[config.mk]
export PLATFORM = sky130hd
export DESIGN_NAME = stpx_serializer
export DESIGN_NICKNAME = d
export VERILOG_FILES = /design/src/rtl/stpx_pkg.sv /design/src/rtl/stpx_frame_track.sv /design/src/rtl/stpx_word_build.sv /design/src/rtl/stpx_shifter.sv /design/src/rtl/stpx_serializer.sv
export SDC_FILE = /design/constraint.sdc
export NUM_CORES = 1
export LEC_CHECK = 0
export ABC_AREA = 1
export BUFFER_PORTS_ARGS = -buffer_cell sky130_fd_sc_hd__buf_2
export CORE_MARGIN = 8
export CORE_UTILIZATION = 59
export DETAILED_ROUTE_END_ITERATION = 7
export GPL_TIMING_DRIVEN = 0
export PLACE_DENSITY = 0.84
export SLEW_MARGIN = 10
export SYNTH_ARGS = -nofsm -noshare
export SYNTH_HDL_FRONTEND = slang
export SYNTH_SLANG_ARGS = --single-unit
[constraint.sdc]
create_clock -name clk -period 3.9 [get_ports clk]
set_clock_uncertainty 0.2 [all_clocks]
set_input_delay 0.975 -clock clk [delete_from_list [all_inputs] [get_ports clk]]
set_output_delay 0.975 -clock clk [all_outputs]
set_load 0.01 [all_outputs]
[src/rtl/stpx_pkg.sv]
// Shared types for the stereo pixel serializer.
package stpx_pkg;

    // Classification of the word to be loaded next (stereo framing)
    typedef enum logic [2:0] {
        K_FSTART    = 3'd0,
        K_RESV      = 3'd1,
        K_LSTART    = 3'd2,
        K_PIXEL     = 3'd3,
        K_BLANK_IN  = 3'd4,
        K_BLANK_OUT = 3'd5
    } word_kind_e;

endpackage

[src/rtl/stpx_frame_track.sv]
// Frame tracker: decides which kind of word comes next from the line and
// frame strobes, and keeps the lockstep error flag.
// Assumes: `load` is high on the edge where the next word is taken; the
// state only moves on such an edge and never while sync is forced.
module stpx_frame_track
    import stpx_pkg::*;
#(
    parameter int                BYTE_W   = 8,
    parameter logic [BYTE_W-1:0] RES_CODE = 8'hA5
) (
    input  logic              clk,
    input  logic              clr_n,
    input  logic              load,
    input  logic              stereo_sel,
    input  logic              sync_force,
    input  logic              fv,
    input  logic              lv,
    input  logic [BYTE_W-1:0] peer,
    output word_kind_e        kind,
    output logic              err_flag
);

    logic fv_prev_q;
    logic res_pend_q;
    logic line_open_q;

    // Priority decode of the next word: frame start, check word, line start, data, blanking
    always_comb begin
        if (fv && !fv_prev_q)       kind = K_FSTART;
        else if (res_pend_q)        kind = K_RESV;
        else if (lv && !line_open_q) kind = K_LSTART;
        else if (lv)                kind = K_PIXEL;
        else if (fv)                kind = K_BLANK_IN;
        else                        kind = K_BLANK_OUT;
    end

    // Advance framing state and latch a mismatch on each accepted word
    always_ff @(posedge clk) begin
        if (!clr_n) begin
            fv_prev_q   <= 1'b0;
            res_pend_q  <= 1'b0;
            line_open_q <= 1'b0;
            err_flag    <= 1'b0;
        end else if (load && !sync_force) begin
            fv_prev_q   <= fv;
            res_pend_q  <= (kind == K_FSTART);
            line_open_q <= lv && (line_open_q || kind == K_LSTART);
            if (stereo_sel && kind == K_RESV && peer != RES_CODE)
                err_flag <= 1'b1;
        end
    end

    // once set, the flag only clears through reset
    p_err_sticky_r5: assert property (@(posedge clk) disable iff (!clr_n)
        err_flag |=> err_flag);

    // the flag only rises after a mismatching check word in stereo mode
    p_err_cause_r5: assert property (@(posedge clk) disable iff (!clr_n)
        $rose(err_flag) |-> $past(load && stereo_sel && kind == K_RESV && peer != RES_CODE));

    // a forced sync word leaves the framing state untouched
    p_sync_holds_r8: assert property (@(posedge clk) disable iff (!clr_n)
        (load && sync_force) |=> ($stable(line_open_q) && $stable(fv_prev_q) && $stable(err_flag)));

endmodule

[src/rtl/stpx_word_build.sv]
// Word builder: forms the framed word (start bit, payload, stop bit),
// left-aligned in a SMAX-bit vector so the shifter always sends from its MSB.
// Assumes: SMAX is the larger of the two word lengths.
module stpx_word_build
    import stpx_pkg::*;
#(
    parameter int                PIX_W    = 10,
    parameter int                BYTE_W   = 8,
    parameter logic [BYTE_W-1:0] RES_CODE = 8'hA5,
    parameter int                SMAX     = 18
) (
    input  logic              stereo_sel,
    input  logic              sync_force,
    input  logic              lv,
    input  word_kind_e        kind,
    input  logic [PIX_W-1:0]  pix,
    input  logic [BYTE_W-1:0] peer,
    output logic [SMAX-1:0]   word
);

    localparam int SA_SLOTS = PIX_W + 2;
    localparam int ST_SLOTS = 2 * BYTE_W + 2;
    localparam logic [BYTE_W-1:0] MK_ZERO = '0;
    localparam logic [BYTE_W-1:0] MK_ONE  = BYTE_W'(1);
    localparam logic [BYTE_W-1:0] MIN_PIX = BYTE_W'(2);
    localparam logic [PIX_W-1:0]  SA_SYNC = ~PIX_W'((1 << (PIX_W - PIX_W / 2)) - 1);

    logic [PIX_W-1:0]    sa_data;
    logic [BYTE_W-1:0]   byte_a;
    logic [BYTE_W-1:0]   byte_b;
    logic [SA_SLOTS-1:0] sa_word;
    logic [ST_SLOTS-1:0] st_word;

    // Raise data bytes out of the marker range
    function automatic logic [BYTE_W-1:0] lift(input logic [BYTE_W-1:0] v);
        return (v < MIN_PIX) ? MIN_PIX : v;
    endfunction

    // Stand-alone payload: lock pattern, pixel, or zero outside a line
    always_comb begin
        if (sync_force)  sa_data = SA_SYNC;
        else if (lv)     sa_data = pix;
        else             sa_data = '0;
    end

    // Stereo payload: byte pair chosen by the word kind
    always_comb begin
        if (sync_force) begin
            byte_a = '1;
            byte_b = '0;
        end else begin
            case (kind)
                K_FSTART:   begin byte_a = MK_ZERO;  byte_b = MK_ZERO; end
                K_RESV:     begin byte_a = RES_CODE; byte_b = peer;    end
                K_LSTART:   begin byte_a = MK_ONE;   byte_b = MK_ONE;  end
                K_PIXEL:    begin byte_a = lift(pix[PIX_W-1 -: BYTE_W]); byte_b = lift(peer); end
                K_BLANK_IN: begin byte_a = MK_ONE;   byte_b = MK_ZERO; end
                default:    begin byte_a = MK_ZERO;  byte_b = MK_ONE;  end
            endcase
        end
    end

    // Frame and left-align the selected word
    always_comb begin
        sa_word = {1'b1, sa_data, 1'b0};
        st_word = {1'b1, byte_a, byte_b, 1'b0};
        if (stereo_sel) word = SMAX'(st_word) << (SMAX - ST_SLOTS);
        else            word = SMAX'(sa_word) << (SMAX - SA_SLOTS);
    end

endmodule

[src/rtl/stpx_shifter.sv]
// Shifter: counts bit slots of the current word, shifts it out MSB first
// and takes a new word on the edge after the last slot.
// Assumes: word_in is stable at that edge; the first edge after clear loads.
module stpx_shifter #(
    parameter int SA_SLOTS = 12,
    parameter int ST_SLOTS = 18,
    parameter int SMAX     = 18
) (
    input  logic            clk,
    input  logic            clr_n,
    input  logic            stereo_sel,
    input  logic            ser_en,
    input  logic [SMAX-1:0] word_in,
    output logic            load,
    output logic            ser_out,
    output logic            word_strobe
);

    localparam int CW = $clog2(SMAX);
    localparam logic [CW-1:0] SA_LAST = CW'(SA_SLOTS - 1);
    localparam logic [CW-1:0] ST_LAST = CW'(ST_SLOTS - 1);

    logic [CW-1:0]   slot_q;
    logic [SMAX-1:0] sh_q;
    logic            st_q;
    logic            started_q;
    logic [CW-1:0]   last;

    // Last slot index of the word in flight
    assign last        = st_q ? ST_LAST : SA_LAST;
    // Strobe marks the final slot; load also fires once right after clear
    assign word_strobe = started_q && (slot_q == last);
    assign load        = !started_q || (slot_q == last);
    // Output bit, held low while the driver is off
    assign ser_out     = ser_en & sh_q[SMAX-1];

    // Load a new word at a boundary, otherwise shift one slot
    always_ff @(posedge clk) begin
        if (!clr_n) begin
            slot_q    <= '0;
            sh_q      <= '0;
            st_q      <= 1'b0;
            started_q <= 1'b0;
        end else if (load) begin
            sh_q      <= word_in;
            slot_q    <= '0;
            st_q      <= stereo_sel;
            started_q <= 1'b1;
        end else begin
            sh_q      <= sh_q << 1;
            slot_q    <= slot_q + 1'b1;
        end
    end

    // the slot counter never passes the last slot of the current word
    p_slot_range_r12: assert property (@(posedge clk) disable iff (!clr_n)
        slot_q <= last);

    // the word strobe lasts exactly one cycle
    p_strobe_single_r12: assert property (@(posedge clk) disable iff (!clr_n)
        word_strobe |=> !word_strobe);

    // every word opens with a start bit (visible when the driver is on)
    p_start_bit_r1: assert property (@(posedge clk) disable iff (!clr_n)
        word_strobe |=> (ser_out == ser_en));

    // the strobe slot carries the stop bit
    p_stop_bit_r2: assert property (@(posedge clk) disable iff (!clr_n)
        word_strobe |-> !ser_out);

endmodule

[src/rtl/stpx_serializer.sv]
// Top: stereo/stand-alone pixel serializer with embedded strobes and a
// lockstep check. Clocked by the serial bit clock; one word per pixel.
// Assumes: inputs are held stable across each word's load edge.
module stpx_serializer
    import stpx_pkg::*;
#(
    parameter int                PIX_W    = 10,
    parameter int                BYTE_W   = 8,
    parameter logic [BYTE_W-1:0] RES_CODE = 8'hA5
) (
    input  logic              clk,
    input  logic              rst_n,
    input  logic              soft_rst,
    input  logic              stereo_mode,
    input  logic              sync_force,
    input  logic              ser_en,
    input  logic [PIX_W-1:0]  pix_in,
    input  logic              lv_in,
    input  logic              fv_in,
    input  logic [BYTE_W-1:0] peer_byte,
    output logic              ser_out,
    output logic              word_strobe,
    output logic              stereo_err
);

    localparam int SA_SLOTS = PIX_W + 2;
    localparam int ST_SLOTS = 2 * BYTE_W + 2;
    localparam int SMAX     = (ST_SLOTS > SA_SLOTS) ? ST_SLOTS : SA_SLOTS;

    logic            clr_n;
    logic            load;
    word_kind_e      kind;
    logic [SMAX-1:0] word;

    // Hard and soft reset share one synchronous clear
    assign clr_n = rst_n & ~soft_rst;

    stpx_frame_track #(
        .BYTE_W   (BYTE_W),
        .RES_CODE (RES_CODE)
    ) u_track (
        .clk        (clk),
        .clr_n      (clr_n),
        .load       (load),
        .stereo_sel (stereo_mode),
        .sync_force (sync_force),
        .fv         (fv_in),
        .lv         (lv_in),
        .peer       (peer_byte),
        .kind       (kind),
        .err_flag   (stereo_err)
    );

    stpx_word_build #(
        .PIX_W    (PIX_W),
        .BYTE_W   (BYTE_W),
        .RES_CODE (RES_CODE),
        .SMAX     (SMAX)
    ) u_build (
        .stereo_sel (stereo_mode),
        .sync_force (sync_force),
        .lv         (lv_in),
        .kind       (kind),
        .pix        (pix_in),
        .peer       (peer_byte),
        .word       (word)
    );

    stpx_shifter #(
        .SA_SLOTS (SA_SLOTS),
        .ST_SLOTS (ST_SLOTS),
        .SMAX     (SMAX)
    ) u_shift (
        .clk         (clk),
        .clr_n       (clr_n),
        .stereo_sel  (stereo_mode),
        .ser_en      (ser_en),
        .word_in     (word),
        .load        (load),
        .ser_out     (ser_out),
        .word_strobe (word_strobe)
    );

    // a stereo data word never carries a marker value in either byte
    p_marker_free_r3: assert property (@(posedge clk) disable iff (!clr_n)
        (load && stereo_mode && !sync_force && kind == K_PIXEL) |->
        ((word[SMAX-2 -: BYTE_W] >= BYTE_W'(2)) && (word[SMAX-2-BYTE_W -: BYTE_W] >= BYTE_W'(2))));

endmodule

Word-level counts from Yosys, hierarchy flattened
Cells that the tools add are included.
- register bits after elaboration: 29
- output and inout bits: 3
- add/subtract/negate cells: 1
- $lt $le $gt $ge: 2
- eq/ne operators: 6
- muxes and demuxes: 16
- bitwise gates (word level): 4
- reduce and logical (&&, ||, !) cells: 19
- operators with widths (cell ; count):
    8-bit case mux with 3 select lines ; 2
    8-bit 2-to-1 mux ; 4
    10-bit 2-to-1 mux ; 2
    18-bit 2-to-1 mux ; 1
    17-bit 2-to-1 mux ; 1
    8-bit by 2-bit < comparator with 1-bit output (second input constant) ; 2
    3-bit 2-to-1 mux ; 4
    8-bit inequality test (second input constant) ; 1
    1-bit logical AND ; 7
    3-bit by 2-bit equality test with 1-bit output (second input constant) ; 2
    2-bit OR reduction ; 3
    5-bit by 1-bit adder with 5-bit output (second input constant) ; 1
    5-bit equality test ; 1
    5-bit 2-to-1 mux ; 1
    1-bit logical NOT ; 4
    2-bit AND reduction ; 2
    3-bit by 1-bit equality test with 1-bit output (second input constant) ; 1
    3-bit equality test (second input constant) ; 1
    3-bit logical NOT ; 1
    1-bit AND ; 2
    1-bit logical OR ; 2
    1-bit NOT ; 2
    1-bit 2-to-1 mux ; 1

Longest topological paths before layout
- depth after elaboration: 11
- mapped depth: 11
- depth with buffers taken out: 10

Hierarchy
Synthesis repeated with hierarchy kept, for this count alone.
- cells, all modules: 254
- area total of the unflattened synthesis: 1873.0 um2
- modules (own cells, without submodules) (module ; instances ; cells an instance ; area each (um2) ; seq. area each (um2)):
    stpx_shifter ; 1 ; 124 ; 1191.1 ; 500.5
    stpx_word_build ; 1 ; 82 ; 392.9 ; 0.0
    stpx_frame_track ; 1 ; 46 ; 279.0 ; 80.1
    stpx_serializer ; 1 ; 2 ; 10.0 ; 0.0

Worst setup path after synthesis
No wires, ideal clock.
- path kind: input port to output port
- start point: in ser_en
- end point: out ser_out
- data arrival time: 1.089 ns
- required time: 2.725 ns
- slack: 1.636 ns
- stages: 2
- buffers on the path: 0
- path through: nand2_1 inv_1
- longest elaborated chain between the ends: 1
- RTL lines (item ; line ; RTL):
    from (decl) ; stpx_serializer.sv:16 ; input logic ser_en,
    1-bit AND ; stpx_shifter.sv:35 ; assign ser_out = ser_en & sh_q[SMAX-1];
    to (decl) ; stpx_serializer.sv:21 ; output logic ser_out,
No other way between the ends.

Worst setup path after layout
Same ends and word-level chain as after synthesis.

==> flow_summary.json <==
{
  "vias_per_cell": 5.027,
  "initial_utilization_pct": 63.31,
  "num_vias": 1478,
  "track_usage_pct": 16.44,
  "fill_cells": 233,
  "powerDensity_nw_per_um2": 319.0,
  "gp_congestion": 0.8657,
  "hold_ws_ns": 0.2396,
  "drtIter0Drc": 77,
  "setup_viol": 0,
  "end_kind": "output port",
  "cp_max_fo": 1,
  "cts_hold_buf": 0,
  "avgSynthCellArea_um2": 6.764,
  "postSynthNetCount": 261,
  "drc": 0,
  "required_ns": 2.72,
  "ys_types": 27,
  "syn_inst": 234,
  "cts_root_buf": "clkbuf_4",
  "cts_tree": "yes",
  "final_nets": 292,
  "htreeDepth": 1,
  "worstSetupPathType": "input pin to output port",
  "maxCapViolCount": 0,
  "status": "finished, final reports clean",
  "cts.sinks": 28,
  "die_height_um": 67.80,
  "ys_warn_count": 0,
  "leakage_nw": 0.9051,
  "report.final.slew_viol_count": 0,
  "cts_setup_buffers": 0,
  "seq_area_um2": 560.5,
  "grt_pass1_wl_um": 6044,
  "die-area_um2": 4596,
  "grt_overflow": 0,
  "yosys-top-cells-area": "dfxtp_1 (35%), nand2_1 (17%), nand3_1 (6.0%)",
  "yosysSeqAreaShare_pct": 35.42,
  "worst_pin_slew_ns": 0.2873,
  "peakVddDrop_v": 0.0002629,
  "antenna_found_initial": 0,
  "drive_above_1_share_pct": 26.52,
  "multi_input_area_um2": 865.8,
  "cp-start-kind": "input pin",
  "synth_top_area_share_pct": 35.42,
  "clockBufferDepth": 2,
  "hp-class": "flop to flop",
  "hold_violations": 0,
  "ys_seq_elements": 28,
  "area_delta_synth_final_pct": 13.91,
  "clkLatencyLatePin_ns": 0.33,
  "critPathArrivalTime_ns": 1.28,
  "rsz0062_at_grt": "false",
  "ios": 29,
  "ant_nets": 0,
  "routed_wl_um": 3289,
  "dp_hpwl_um": 2547,
  "synthesis.area_um2": 1583,
  "portBuffers": 26,
  "post_cts_resized": 0,
  "finalCritPeriodShare_pct": 62.83,
  "num_antenna_cells": 0,
  "rows": 18,
  "setup_tns_ns": 0,
  "yosys.area.top_type": "dfxtp_1",
  "cts.clk_slew.worst_paths_ns": 0.15,
  "numCtsBuffers": 3,
  "die_width_um": 67.80,
  "grt_max_degree": 17,
  "finalCriticalPeriod_ns": 2.450,
  "first_global_vias": 1470,
  "max_freq_mhz": 408.1,
  "wl_per_cell_um": 11.19,
  "slew_headroom_pct": 80.83,
  "drtPass1Iterations": 4,
  "coreArea_um2": 2500
}
[cell type report]
type                    count  area share (%)
plain buffers               3           1.180
clock buffers               3           1.249
clock inverters             1           1.666
inverters                  34           7.495
multi-input cells         169           48.02
flip-flops and latches     28           31.09
well taps                  30           2.082
repair buffers             26           7.217
[worst max-delay path, stage by stage]
cell     delay [ns]
buf_2          0.09
nand2_1        0.05
inv_1          0.03
buf_2          0.12
[Yosys cell counts (all sizes together)]
cell type / instances
and3: 1
dfxtp: 28
nor2: 32
nor3: 2
nand3: 21
o22ai: 2
buf: 3
a21oi: 14
nor3b: 1
nand4: 2
xor2: 2
ha: 1
o21ai: 7
nand2: 84
inv: 34
[logic make-up (layout without fill, tap and decap cells)]
logic type / Yosys count / in the layout / synth area share, %
simple gates: 143 / 143 / 44.66
buf+inv: 37 / 67 / 9.881
flops: 28 / 28 / 35.42
compound gates: 23 / 23 / 8.142
xor+xnor: 2 / 2 / 1.107
fa+ha+maj: 1 / 1 / 0.7904
[per-layer routing]
metal,track usage (%),part of all wire [%],vias up
met5,0,0,-
met1,21.29,48,643
li1,-,-,790
met4,5.882,1.0,0
met3,2.649,5.6,4
met2,26.86,45,41
[path summary, 6_finish.rpt]
check                         start                 to  slack (ns)  cells past startpoint
hold reg to reg     u_shift.sh_q[7]    u_shift.sh_q[8]        0.24                      2
hold / removal      u_shift.sh_q[7]    u_shift.sh_q[8]        0.24                      2
setup reg to reg  u_shift.slot_q[0]  u_track.fv_prev_q        2.39                      7
setup / recovery             ser_en            ser_out        1.45                      4
[power by group]
part           internal [mW]  switching [mW]
registers              0.294         0.00340
logic                 0.0316          0.0559
clock network          0.104          0.0863
[cells in the final DEF (no fill, tap or decap)]
cell type / count
nand2_1: 70
buf_2: 28
dfxtp_1: 28
inv_1: 25
nor2_1: 24
nand3_1: 19
nand2_2: 11
a21oi_1: 11
o21ai_0: 7
inv_2: 6
nor2_2: 4
inv_4: 3
nor2_4: 3
a21oi_2: 3
clkbuf_4: 3
nor3_1: 2
nand2_4: 2
o22ai_1: 2
xor2_1: 2
nand4_1: 2
nand3_4: 1
nand2_8: 1
nor2_8: 1
buf_6: 1
and3_1: 1
nand3_2: 1
nor3b_2: 1
ha_1: 1
bufinv_16: 1
[flip-flops by register name, indices dropped and copies added, names as in the netlist]
register             cells
u_track.line_open_q      1
u_track.fv_prev_q        1
u_shift.st_q             1
u_track.res_pend_q       1
u_shift.started_q        1
u_shift.slot_q           5
u_shift.sh_q            17
u_track.err_flag         1
[through the flow]
stage	instances	total power, mW	area (µm²)	util [%]	setup WS (ns)
6_report	294	0.5751	1803	72.12	1.450
5_1_grt	294	0.6023	1803	72.12	1.329
4_1_cts	294	0.5795	1803	72.12	1.441
3_5_place_dp	290	0.3898	1750	70.02	1.446
3_3_place_gp	290	0.3886	1750	70.02	1.450
2_1_floorplan	234	0.3622	1583	-	1.636
Power figures use the tool's default switching activity.
